--- config.mk ---
export PLATFORM = sky130hd
export DESIGN_NAME = rtc_alarm_match
export DESIGN_NICKNAME = d
export VERILOG_FILES = /design/src/rtl/rtc_alarm_pkg.sv /design/src/rtl/rtc_alarm_regs.sv /design/src/rtl/rtc_alarm_cmp.sv /design/src/rtl/rtc_alarm_flag.sv /design/src/rtl/rtc_alarm_match.sv
export SDC_FILE = /design/constraint.sdc
export NUM_CORES = 1
export LEC_CHECK = 0
export CORE_ASPECT_RATIO = 1.25
export CORE_UTILIZATION = 50
export CTS_CLUSTER_DIAMETER = 120
export DETAILED_ROUTE_END_ITERATION = 6
export DONT_BUFFER_PORTS = 1
export REMOVE_ABC_BUFFERS = 1
export SYNTH_ARGS = -nofsm -noshare
export SYNTH_HDL_FRONTEND = slang
export SYNTH_SLANG_ARGS = --single-unit
--- constraint.sdc ---
create_clock -name clk -period 3.8 [get_ports clk]
set_clock_uncertainty 0.15 [all_clocks]
set_input_delay 1.14 -clock clk [delete_from_list [all_inputs] [get_ports clk]]
set_output_delay 1.14 -clock clk [all_outputs]
set_load 0.05 [all_outputs]
--- src/rtl/rtc_alarm_pkg.sv ---
// Shared constants and BCD helpers for the clock alarm.
// Assumes inputs are well-formed BCD bytes in the clock layout.
package rtc_alarm_pkg;
    localparam int FIELD_W    = 8;
    localparam int NUM_FIELDS = 4;
    localparam int SEL_W      = $clog2(NUM_FIELDS);
    localparam int MASK_BIT   = FIELD_W - 1;
    localparam int DSEL_BIT   = 6;
    localparam int HFMT_BIT   = 6;
    localparam int PM_BIT     = 5;

    typedef enum logic [SEL_W-1:0] {
        FLD_SEC  = 2'd0,
        FLD_MIN  = 2'd1,
        FLD_HOUR = 2'd2,
        FLD_DAY  = 2'd3
    } field_e;

    // Reduce an hours byte in either format to hour of day 0..23.
    function automatic logic [4:0] hour_of_day(input logic [FIELD_W-1:0] h);
        logic [4:0] hr;
        if (h[HFMT_BIT]) begin
            hr = 5'(h[4]) * 5'd10 + 5'(h[3:0]);
            if (hr == 5'd12) hr = 5'd0;
            if (h[PM_BIT]) hr = hr + 5'd12;
        end else begin
            hr = 5'(h[5:4]) * 5'd10 + 5'(h[3:0]);
        end
        return hr;
    endfunction
endpackage

--- src/rtl/rtc_alarm_regs.sv ---
// Bank of alarm bytes written one at a time through a select port.
// Assumes wr_sel is one of the field codes; writes are blocked by lock.
module rtc_alarm_regs
    import rtc_alarm_pkg::*;
#(
    parameter logic [FIELD_W-1:0] RST_VAL = '0
) (
    input  logic                                 clk,
    input  logic                                 rst_n,
    input  logic                                 wr_en,
    input  logic [SEL_W-1:0]                     wr_sel,
    input  logic [FIELD_W-1:0]                   wr_data,
    input  logic                                 lock,
    output logic [NUM_FIELDS-1:0][FIELD_W-1:0]   regs_q
);
    for (genvar i = 0; i < NUM_FIELDS; i++) begin : g_fld
        // Hold one alarm byte; load when addressed and unlocked.
        always_ff @(posedge clk) begin
            if (!rst_n)
                regs_q[i] <= RST_VAL;
            else if (wr_en && !lock && (wr_sel == SEL_W'(i)))
                regs_q[i] <= wr_data;
        end
    end
endmodule

--- src/rtl/rtc_alarm_cmp.sv ---
// Combinational match of the current time against the alarm bytes.
// A set mask bit forces its field to match; the day byte picks weekday
// or date; hours are compared as hour of day regardless of format.
module rtc_alarm_cmp
    import rtc_alarm_pkg::*;
(
    input  logic [NUM_FIELDS-1:0][FIELD_W-1:0] regs,
    input  logic [FIELD_W-1:0]                 cur_sec,
    input  logic [FIELD_W-1:0]                 cur_min,
    input  logic [FIELD_W-1:0]                 cur_hour,
    input  logic [FIELD_W-1:0]                 cur_wday,
    input  logic [FIELD_W-1:0]                 cur_date,
    output logic                               hit
);
    logic [NUM_FIELDS-1:0] eq;
    logic [NUM_FIELDS-1:0] ok;

    // Per-field equality on the value bits.
    always_comb begin
        eq[FLD_SEC]  = (regs[FLD_SEC][6:0] == cur_sec[6:0]);
        eq[FLD_MIN]  = (regs[FLD_MIN][6:0] == cur_min[6:0]);
        eq[FLD_HOUR] = (hour_of_day(regs[FLD_HOUR]) == hour_of_day(cur_hour));
        eq[FLD_DAY]  = regs[FLD_DAY][DSEL_BIT] ? (regs[FLD_DAY][5:0] == cur_wday[5:0])
                                              : (regs[FLD_DAY][5:0] == cur_date[5:0]);
    end

    for (genvar i = 0; i < NUM_FIELDS; i++) begin : g_ok
        assign ok[i] = regs[i][MASK_BIT] | eq[i];
    end

    assign hit = &ok;
endmodule

--- src/rtl/rtc_alarm_flag.sv ---
// Sticky alarm status. Detection has priority over a clear.
module rtc_alarm_flag (
    input  logic clk,
    input  logic rst_n,
    input  logic fire,
    input  logic clr,
    input  logic lock,
    output logic flag_q
);
    // Set on detection, clear on an unlocked status write.
    always_ff @(posedge clk) begin
        if (!rst_n)
            flag_q <= 1'b0;
        else if (fire)
            flag_q <= 1'b1;
        else if (clr && !lock)
            flag_q <= 1'b0;
    end
endmodule

--- src/rtl/rtc_alarm_match.sv ---
// Top of the maskable clock alarm: alarm bytes, comparator, sticky flag
// and a shared active-low pin. Assumes tick_1s is one cycle wide.
module rtc_alarm_match
    import rtc_alarm_pkg::*;
#(
    parameter logic [7:0] ALM_RST_VAL = 8'h00
) (
    input  logic       clk,
    input  logic       rst_n,
    input  logic       tick_1s,
    input  logic       osc_en,
    input  logic       alm_en,
    input  logic [7:0] cur_sec,
    input  logic [7:0] cur_min,
    input  logic [7:0] cur_hour,
    input  logic [7:0] cur_wday,
    input  logic [7:0] cur_date,
    input  logic       wr_en,
    input  logic [1:0] wr_sel,
    input  logic [7:0] wr_data,
    input  logic       reg_lock,
    input  logic       stat_clr,
    input  logic       shared_in_n,
    output logic       alarm_flag,
    output logic       alarm_n
);
    logic [NUM_FIELDS-1:0][FIELD_W-1:0] alm_regs;
    logic                               hit;
    logic                               fire;

    rtc_alarm_regs #(.RST_VAL(ALM_RST_VAL)) u_regs (
        .clk(clk), .rst_n(rst_n), .wr_en(wr_en), .wr_sel(wr_sel),
        .wr_data(wr_data), .lock(reg_lock), .regs_q(alm_regs)
    );

    rtc_alarm_cmp u_cmp (
        .regs(alm_regs), .cur_sec(cur_sec), .cur_min(cur_min),
        .cur_hour(cur_hour), .cur_wday(cur_wday), .cur_date(cur_date),
        .hit(hit)
    );

    // Qualify the match with the strobe and both enables.
    assign fire = tick_1s & osc_en & alm_en & hit;

    rtc_alarm_flag u_flag (
        .clk(clk), .rst_n(rst_n), .fire(fire), .clr(stat_clr),
        .lock(reg_lock), .flag_q(alarm_flag)
    );

    // Wired-AND of this alarm with the other sources on the pin.
    assign alarm_n = ~alarm_flag & shared_in_n;
endmodule

==> results of run 1 <==
-- cell families after synthesis --
group | Yosys count | share of synthesized area
adders and majority gates | 12 | 0.0821
and+or+nand+nor | 90 | 0.190
xor gates and xnor gates | 31 | 0.135
AOI/OAI and AO/OA | 57 | 0.179
muxes | 10 | 0.0504
buffers and inverters | 18 | 0.0342
DFF | 33 | 0.329
-- cells in the mapped netlist, types with 2 or more instances --
master	number	area, sq um
clkbuf_1	7	26.3
a31o_2	3	26.3
fa_1	2	40.0
nor3_1	5	25.0
ha_1	10	125
xor2_1	12	105
nand4_1	3	18.8
o41ai_2	2	32.5
inv_1	8	30.0
nor2b_1	2	12.5
nor2_1	3	11.3
a31oi_1	3	18.8
dfxtp_1	33	661
xnor2_1	19	166
nand2_1	66	248
nor4_1	3	18.8
a21oi_1	36	180
mux2i_1	9	90.1
a21o_1	3	22.5
nand2b_1	3	18.8
-- layout make-up --
class / count / area [sq um]
fill: 386 / 1670
multi-input combinational: 200 / 1280
sequential: 33 / 661
clock buffer: 7 / 86.3
tap: 54 / 67.6
inverter: 9 / 33.8
timing repair buffer: 2 / 15.0
-- metrics by stage --
step	instances	cell area, sq um
3_3_place_gp	298	2060
5_1_grt	305	2140
4_1_cts	305	2140
3_5_place_dp	298	2060
6_report	305	2140
2_1_floorplan	242	1980
-- critical path, cell delays in order --
cell and delay (ps):
ha_1 220, ha_1 200, xnor2_1 150, o41ai_2 370, ha_1 200, inv_1 50, a211oi_1 190, a31oi_1 60
o311ai_0 120, xnor2_1 160, nand4_1 100, o22ai_1 120
-- final timing paths --
kind	start	to	slack, ps	cells past startpoint
setup / recovery	cur_hour[1]	u_flag.flag_q	780	12
hold / removal	u_regs.regs_q[7]	u_regs.regs_q[7]	310	2
setup reg to reg	u_regs.regs_q[17]	u_flag.flag_q	1310	11
hold reg to reg	u_regs.regs_q[7]	u_regs.regs_q[7]	310	2
-- power by group through the flow --
stage / Clock [mW] / Sequential [mW] / Combinational [mW]
2_1_floorplan: 0 / 0.365 / 0.0824
5_1_grt: 0.280 / 0.360 / 0.111
4_1_cts: 0.270 / 0.359 / 0.0995
6_report: 0.262 / 0.359 / 0.0976
3_5_place_dp: 0 / 0.367 / 0.0991
3_3_place_gp: 0 / 0.367 / 0.0979
-- routing by layer --
layer | up-vias | wire length (microns) | track usage | share of wire
li1 | 860 | - | - | -
met1 | 727 | 1870 | 0.265 | 0.43
met2 | 45 | 2140 | 0.357 | 0.49
met3 | 3 | 312 | 0.0709 | 0.072
met4 | 0 | 21 | 0.0714 | 0.0048
met5 | - | 0 | 0 | 0
-- sequential cells by signal, summed over array words and instances (netlist names) --
signal / count
u_regs.regs_q: 32
u_flag.flag_q: 1
==> results by group, run 1 <==
Worst setup path
  • Startpoint Class: primary input
  • Worst path arrival time: 3080 ps
  • Critical-path maximum fanout: 4
  • Setup crit end kind: flip-flop
  • Crit Path Category: primary input to flip-flop
  • Data required time of the worst path: 3860 ps

Synthesis
  • YS warnings: 0
  • #FFs+latches synth: 33
  • Cells after Synth: 251
  • Number of synthesized flops with an enable pin: 0
  • Sequential area share after synthesis: 0.329
  • Commonest register cell after synthesis: dfxtp_1
  • Post-synth cell types: 39
  • Asr flop ratio synth: 0
  • Avg Cell Area, Syn: 8.01 sq um
  • Synthesized area: 2010 sq um

Route
  • Final wirelength: 4340 microns
  • Detailed Routing Iterations Pass 1: 4
  • Via/cell ratio: about 5.4
  • Vias: 1,635
  • Iter 0 DRT Violations: 84
  • Antenna Nets Post-Route: 0
  • Avg WL per Cell: 14.2 microns
  • DRC Markers: 0

Global route
  • Grt ovf: 0
  • All-Layer GR Usage: 0.217
  • Initial antenna violation count: 0
  • Largest net degree at the start of global routing: 20
  • Global-route wire length before repair: slightly below 7000 microns
  • Vias in the first global route: approximately 1,500

Timing
  • Final WS setup: around 800 ps
  • RSZ-0062 raised after global routing: no
  • Worst Tran Pin Value: 834 ps
  • FMAX: between 300 and 400 MHz
  • Period utilization: 0.795
  • Final Setup Violations: 0
  • Hold Slack: between 300 and 400 ps
  • Slew Limit Fails: 0
  • Final hold viol count: 0
  • TNS Setup: 0 ps
  • Post-route minimum period: roughly 3000 ps
  • Slew Limit Headroom: 0.440

Final layout
  • # diodes: 0
  • Final nets: roughly 320
  • Share of cells above drive strength 1: 0.0637
  • Commonest non-fill, non-tap cell in the layout: nand2_1
  • Most frequent cells in the layout: 66 x nand2_1, 36 x a21oi_1, 33 x dfxtp_1
  • Area grow syn2layout: 6.66%
  • Final Core Density: 0.562

Floorplan
  • Row Count: 25
  • I/O Pins: 61
  • Die Span Y: 72.9 microns
  • Chip width: a little under 60 microns
  • Die area: 4280 sq um
  • Starting density of the core: 0.527
  • Core ar.: ~3800 sq um

Placement
  • GPL Wtd Cong: between 0.7 and 0.8
  • Worst slack at placement: 471 ps
  • Post-detail-place hpwl: between 3000 and 4000 microns
  • Port bufs: 0

Pwr
  • Proportion of power drawn by flip-flops and latches: 0.499
  • Total power: just over 700 uW
  • Clk pwr share: 0.365
  • Int Power: 543 uW
  • Peak VDD IR: 0.000169 V
  • Switch Pwr: 176 uW
  • Switching share of power: 0.245
  • Logic pwr share: 0.136
  • Cell area power density: 335 nW/um^2
  • Leak Pwr: 0.766 nW

Min path
  • Min-Delay Path Class: flip-flop to flip-flop

CTS
  • TritonCTS Sinks: 33
  • Setup Buffers After CTS: 0
  • Worst-Skew Late Latency: 280 ps
  • CTS tree: built
  • # hold bufs at CTS: 0
  • CTS buffer count: 5
  • Root buf cell: clkbuf_8
  • CTS H-tree lvls: 2
  • Clock transition at path regs: 70 ps
  • Post-CTS resize count: 0
  • Max Root-Sink Buffers: 2

Status
  • Run status: completed

Flow run
  • Max_cap viols: 0
(Power assumes the default switching activity.)
==> run 2, diff against run 1 <==
==> constraint.sdc (replaced) <==
create_clock -name clk -period 3 [get_ports clk]
set_clock_uncertainty 0.15 [all_clocks]
set_input_delay 0.9 -clock clk [delete_from_list [all_inputs] [get_ports clk]]
set_output_delay 0.9 -clock clk [all_outputs]
set_load 0.05 [all_outputs]
==> results by group, run 2 (synthesis gave the netlist of run 1 again) <==
Route
  • Final wirelength: 4360 microns (+0.53%)
  • DRC Markers: 0 (unchanged)
  • Iter 0 DRT Violations: 86 (+2.4%)
  • Detailed Routing Iterations Pass 1: 4 (unchanged)
  • Vias: 1,656 (+1.3%)
  • Via/cell ratio: 5.29 (-1.3%)
  • Antenna Nets Post-Route: 0 (unchanged)
  • Avg WL per Cell: 13.9 microns (-2.0%)

Final layout
  • Area grow syn2layout: 9.52%
  • # diodes: 0 (unchanged)
  • Biggest registers after layout: u_regs.regs_q (32), u_flag.flag_q (1)
  • Share of cells above drive strength 1: 0.100 (+0.0366)
  • Most frequent cells in the layout: 66 x nand2_1, 36 x a21oi_1, 33 x dfxtp_1
  • Fill count: 401 (+3.9%)
  • Max FFs per register: 32 (unchanged)
  • Final Cell Area: 2200 sq um (+2.7%)
  • Final nets: 329 (+2.2%)
  • Commonest non-fill, non-tap cell in the layout: nand2_1
  • Biggest register: u_regs.regs_q

Status
  • Run status: completed

CTS
  • # hold bufs at CTS: 0 (unchanged)
  • Clock transition at path regs: 70 ps (about the same)
  • CTS buffer count: 5 (unchanged)
  • CTS H-tree lvls: 2 (unchanged)
  • Max Root-Sink Buffers: 2 (unchanged)
  • CTS tree: built
  • TritonCTS Sinks: 33 (unchanged)
  • Worst-Skew Late Latency: 280 ps (about the same)
  • Root buf cell: clkbuf_8

Timing
  • Slew Limit Headroom: 0.645 (+0.205)
  • Final hold viol count: 0 (unchanged)
  • FMAX: 357 MHz
  • Period utilization: 0.934
  • Final WS setup: 199 ps (-579 ps)
  • Final Setup Violations: 0 (unchanged)
  • Worst Tran Pin Value: 531 ps (-303 ps)
  • TNS Setup: 0 ps (unchanged)
  • RSZ-0062 raised after global routing: no
  • Slew Limit Fails: 0 (unchanged)
  • Post-route minimum period: 2800 ps

Pwr
  • Leak Pwr: 0.802 nW (+4.7%)
  • Cell area power density: 415 nW/um^2 (+24%)
  • Peak VDD IR: 0.000154 V (-8.7%)

Min path
  • Min-Delay Path Class: flip-flop to flip-flop

Floorplan
  • Chip width: 58.7 microns (unchanged)
  • Row Count: 25 (unchanged)
  • Starting density of the core: 0.527 (unchanged)
  • Core ar.: 3820 sq um (unchanged)
  • I/O Pins: 61 (unchanged)
  • Die area: 4280 sq um (unchanged)
  • Die Span Y: 72.9 microns (unchanged)

Worst setup path
  • Bufs and invs on worst path: 1 (unchanged)
  • Setup crit end kind: flip-flop
  • Crit-path cells: ha_1 > ha_1 > xnor2_1 > o41ai_2 > ha_1 > inv_1 > a211oi_2 > a31oi_1 > o311ai_0 > xnor2_1 > nand4_1 > o22ai_1
  • Crit Path Category: primary input to flip-flop
  • Worst path arrival time: 2860 ps (-220 ps)
  • Most used cell, CP: ha_1
  • Startpoint Class: primary input
  • Crit-path max cell delay: 400 ps (+30 ps)
  • Critical-path maximum fanout: 3 (-1)
  • Data required time of the worst path: 3060 ps (-800 ps)
  • CP top delay family: compound AO/OA/AOI/OAI gates
  • Worst path slowest cell: o41ai_2

Placement
  • GPL Wtd Cong: 0.723 (-0.82%)
  • Placed inst area: 2100 sq um (+2.2%)
  • Port bufs: 0 (unchanged)
  • Post-detail-place hpwl: 3330 microns (+0.13%)
  • Worst slack at placement: -75.1 ps (-546 ps)

Global route
  • Grt ovf: 0 (unchanged)
  • Vias in the first global route: 1,516 (-0.39%)
  • Global-route wire length before repair: 6840 microns (-1.2%)
  • All-Layer GR Usage: 0.216 (-0.000864)
  • Initial antenna violation count: 0 (unchanged)
  • Largest net degree at the start of global routing: 35 (+75%)

Flow run
  • Max_cap viols: 0 (unchanged)
run 2: final cells by class:
type / instances / area [sq um] / area share
Tap cell: 54 / 67.6 / 0.0307
Multi-Input combinational cell: 200 / 1290 / 0.584
Clock buffer: 5 / 68.8 / 0.0313
Inverter: 9 / 33.8 / 0.0153
Timing Repair Buffer: 9 / 67.6 / 0.0307
Sequential cell: 33 / 661 / 0.300
Clock inverter: 3 / 17.5 / 0.00795
run 2: tightest hold or removal path: cells and delay by family, from the launching register on:
kind,cells,cell delay [ps]
AO/OA/AOI/OAI,1,50
flip-flops,1,310
AND/OR/NAND/NOR,1,50
run 2: routing by layer:
metal  global-route usage  up-vias  share of wire
met4               0.0873        0          0.019
met1                0.261      731           0.44
met5                    0        -              0
li1                     -      873              -
met3               0.0656        9          0.062
met2                0.356       43           0.48
run 2: power breakdown:
part           internal, mW  switching, mW
logic                0.0678         0.0677
clock network         0.160          0.163
registers             0.447        0.00745
run 2: final timing paths:
check,cells past startpoint,endpoint,start,slack [ps]
hold / removal,2,u_regs.regs_q[7],u_regs.regs_q[7],310
setup / recovery,12,u_flag.flag_q,cur_hour[1],200
hold reg to reg,2,u_regs.regs_q[7],u_regs.regs_q[7],310
setup reg to reg,11,u_flag.flag_q,u_regs.regs_q[17],500
run 2: through the flow:
| stage | cells | utilization | hold slack (ps) | total power, mW |
|---|---|---|---|---|
| 3_3_place_gp | 304 | 0.551 | 297 | 0.597 |
| 2_1_floorplan | 242 | - | 286 | 0.567 |
| 5_1_grt | 313 | 0.577 | 332 | 0.958 |
| 4_1_cts | 312 | 0.574 | 310 | 0.920 |
| 3_5_place_dp | 304 | 0.551 | 300 | 0.598 |
| 6_report | 313 | 0.577 | 308 | 0.913 |
run 2: timing repair:
action,CTS,global route
buffers inserted,0,1
resized for setup,0,1
setup endpoints to repair,0,1
==> run 3, diff against run 2 <==
--- a/config.mk
+++ b/config.mk
@@ -5,11 +5,12 @@
 export SDC_FILE = /design/constraint.sdc
 export NUM_CORES = 1
 export LEC_CHECK = 0
+export BUFFER_PORTS_ARGS = -buffer_cell sky130_fd_sc_hd__buf_2
 export CORE_ASPECT_RATIO = 1.25
 export CORE_UTILIZATION = 50
 export CTS_CLUSTER_DIAMETER = 120
 export DETAILED_ROUTE_END_ITERATION = 6
-export DONT_BUFFER_PORTS = 1
+export PLACE_DENSITY = 0.78
 export REMOVE_ABC_BUFFERS = 1
 export SYNTH_ARGS = -nofsm -noshare
 export SYNTH_HDL_FRONTEND = slang
==> results by group, run 3 (synthesis gave the netlist of run 1 again) <==
Worst setup path
  • Startpoint Class: primary input
  • Cells on worst reg2reg path: 11 (unchanged)
  • Bufs and invs on worst path: 3 (+2)
  • Worst path slowest cell: o41ai_4
  • CP top delay family: compound AO/OA/AOI/OAI gates
  • Crit Path Category: primary input to flip-flop
  • Critical-path maximum fanout: 3 (unchanged)
  • Crit-path max cell delay: 320 ps (-80 ps)
  • R2R Setup Slk: 440 ps (-60 ps)
  • Setup crit end kind: flip-flop
  • R2R Path End: u_flag.flag_q
  • Crit-path cells: buf_4 > ha_4 > buf_6 > a31o_4 > o41ai_4 > ha_2 > inv_2 > a211oi_2 > a31oi_1 > o311ai_1 > xnor2_1 > nand4_1 > o22ai_1
  • R2r startpoint: u_regs.regs_q[17]
  • Worst path arrival time: 2910 ps (+50 ps)
  • Data required time of the worst path: 3050 ps (about the same)

Route
  • DRC Markers: 0 (unchanged)
  • Via/cell ratio: 5.24 (-1.0%)
  • Antenna Nets Post-Route: 0 (unchanged)
  • Final wirelength: 4680 microns (+7.2%)
  • Vias: 1,911 (+15%)
  • Iter 0 DRT Violations: 66 (-23%)
  • Avg WL per Cell: 12.8 microns (-8.1%)
  • Detailed Routing Iterations Pass 1: 4 (unchanged)

Pwr
  • Int Power: 733 uW (+8.6%)
  • Leak Pwr: 1.02 nW (+28%)
  • Switching share of power: 0.261 (-0.000344)
  • Cell area power density: 391 nW/um^2 (-5.6%)
  • Logic pwr share: 0.206 (+0.058)
  • Switch Pwr: 258 uW (+8.4%)
  • Total power: 991 uW (+8.5%)
  • Proportion of power drawn by flip-flops and latches: 0.459 (-0.039)
  • Clk pwr share: 0.335 (-0.019)
  • Peak VDD IR: 0.000217 V (+40%)

Floorplan
  • I/O Pins: 61 (unchanged)
  • Row Count: 25 (unchanged)
  • Die area: 4280 sq um (unchanged)
  • Starting density of the core: 0.527 (unchanged)
  • Die Span Y: 72.9 microns (unchanged)
  • Core ar.: 3820 sq um (unchanged)
  • Chip width: 58.7 microns (unchanged)

Final layout
  • Fin cells: 365 (+17%)
  • Final Core Density: 0.663 (+0.0862)
  • Most frequent cells in the layout: 66 x nand2_1, 52 x buf_2, 36 x a21oi_1
  • # diodes: 0 (unchanged)
  • Max FFs per register: 32 (unchanged)
  • Biggest registers after layout: u_regs.regs_q (32), u_flag.flag_q (1)
  • Area grow syn2layout: 25.9%
  • Final nets: 382 (+16%)
  • Share of cells above drive strength 1: 0.267 (+0.166)
  • Biggest register: u_regs.regs_q
  • Commonest non-fill, non-tap cell in the layout: nand2_1

Timing
  • Hold Slack: 306 ps (-1.24 ps)
  • FMAX: 349 MHz (-2.2%)
  • Final hold viol count: 0 (unchanged)
  • Slew Limit Headroom: 0.672 (+0.0270)
  • Post-route minimum period: 2870 ps (+64.4 ps)
  • Period utilization: 0.955 (+0.0215)
  • Slew Limit Fails: 0 (unchanged)
  • Final Setup Violations: 0 (unchanged)
  • Worst Tran Pin Value: 490 ps (-40.4 ps)

CTS
  • CTS H-tree lvls: 2 (unchanged)
  • Max Root-Sink Buffers: 2 (unchanged)
  • CTS tree: built
  • # hold bufs at CTS: 0 (unchanged)
  • Clock transition at path regs: 60 ps (about the same)
  • Worst-Skew Late Latency: 280 ps (about the same)
  • CTS buffer count: 5 (unchanged)
  • Root buf cell: clkbuf_8
  • TritonCTS Sinks: 33 (unchanged)

Placement
  • Placed Cells: 357 (+17%)
  • Post-detail-place hpwl: 3480 microns (+4.5%)
  • GPL Wtd Cong: 0.835 (+16%)
  • Port bufs: 53 (+53)

Min path
  • Hold EP: u_regs.regs_q[7]
  • Hold path depth: 2 (unchanged)
  • Hold Crit Start: u_regs.regs_q[7]
  • Min-Delay Path Class: flip-flop to flip-flop

Global route
  • Global-route wire length before repair: 7450 microns (+8.9%)
  • All-Layer GR Usage: 0.233 (+0.0161)
  • Initial antenna violation count: 0 (unchanged)
  • Vias in the first global route: 1,755 (+16%)
  • Grt ovf: 0 (unchanged)
  • Largest net degree at the start of global routing: 19 (-46%)

Status
  • Run status: completed

Flow run
  • Max_cap viols: 0 (unchanged)
[run 3: cell types whose count changed in the layout (fill, tap and decap cells not counted), sizes merged]
cell | before | now
clkinv | 3 | 1
clkbuf | 5 | 7
clkinvlp | 1 | 0
buf | 9 | 62
[run 3: stage by stage]
stage	setup TNS [ps]	worst slack [ps]	area (sq um)
after floorplan	0	44.8	1980
after global placement	-94.0	-94.0	2370
after detailed placement	-161	-161	2370
after CTS	0	118	2450
after global routing	-37.1	-37.1	2530
final	0	135	2530
[run 3: final cells by class]
cell class	instances	area, sq um
Clock buffer	7	86.3
Fill cell	341	1280
Inverter	9	33.8
Multi-Input combinational cell	200	1340
Sequential cell	33	661
Tap cell	54	67.6
Timing Repair Buffer	62	339
[run 3: timing repair]
action,in CTS,in global routing
setup endpoints to repair,0,1
gates resized for setup,0,13
buffers inserted,0,1
[run 3: worst max-delay path by stage]
| stage | startpoint | cells after the start | slack (ps) | end |
|---|---|---|---|---|
| detailed placement | cur_hour[1] | 13 | -160 | u_flag.flag_q |
| global route | cur_hour[4] | 13 | -40 | u_flag.flag_q |
| CTS | cur_hour[1] | 13 | 120 | u_flag.flag_q |
| floorplan | cur_hour[1] | 12 | 40 | u_flag.flag_q |
| finish | cur_hour[4] | 13 | 130 | u_flag.flag_q |
| global placement | cur_hour[1] | 13 | -90 | u_flag.flag_q |
[run 3: per-layer routing]
metal,global-route usage,up-vias,routed length [microns]
met5,0,-,0
met4,0.119,0,157
met3,0.0479,12,286
met2,0.410,66,2280
met1,0.259,850,1950
li1,-,983,-
[run 3: power groups by stage]
stage | combinational [mW] | sequential (mW) | clock [mW]
6_report | 0.204 | 0.455 | 0.332
5_1_grt | 0.226 | 0.456 | 0.362
4_1_cts | 0.184 | 0.455 | 0.340
3_5_place_dp | 0.183 | 0.464 | 0
3_3_place_gp | 0.179 | 0.464 | 0
2_1_floorplan | 0.104 | 0.463 | 0
[run 3: worst register-to-register path, cell delays in order, from the launching register on]
cell      delay (ps)
dfxtp_1          320
ha_1             260
ha_1             220
xnor2_1          150
o41ai_2          370
ha_1             220
nand2b_1         100
o21ai_0           70
a21oi_1          210
xnor2_1          140
nand4_1          110
o22ai_1          150
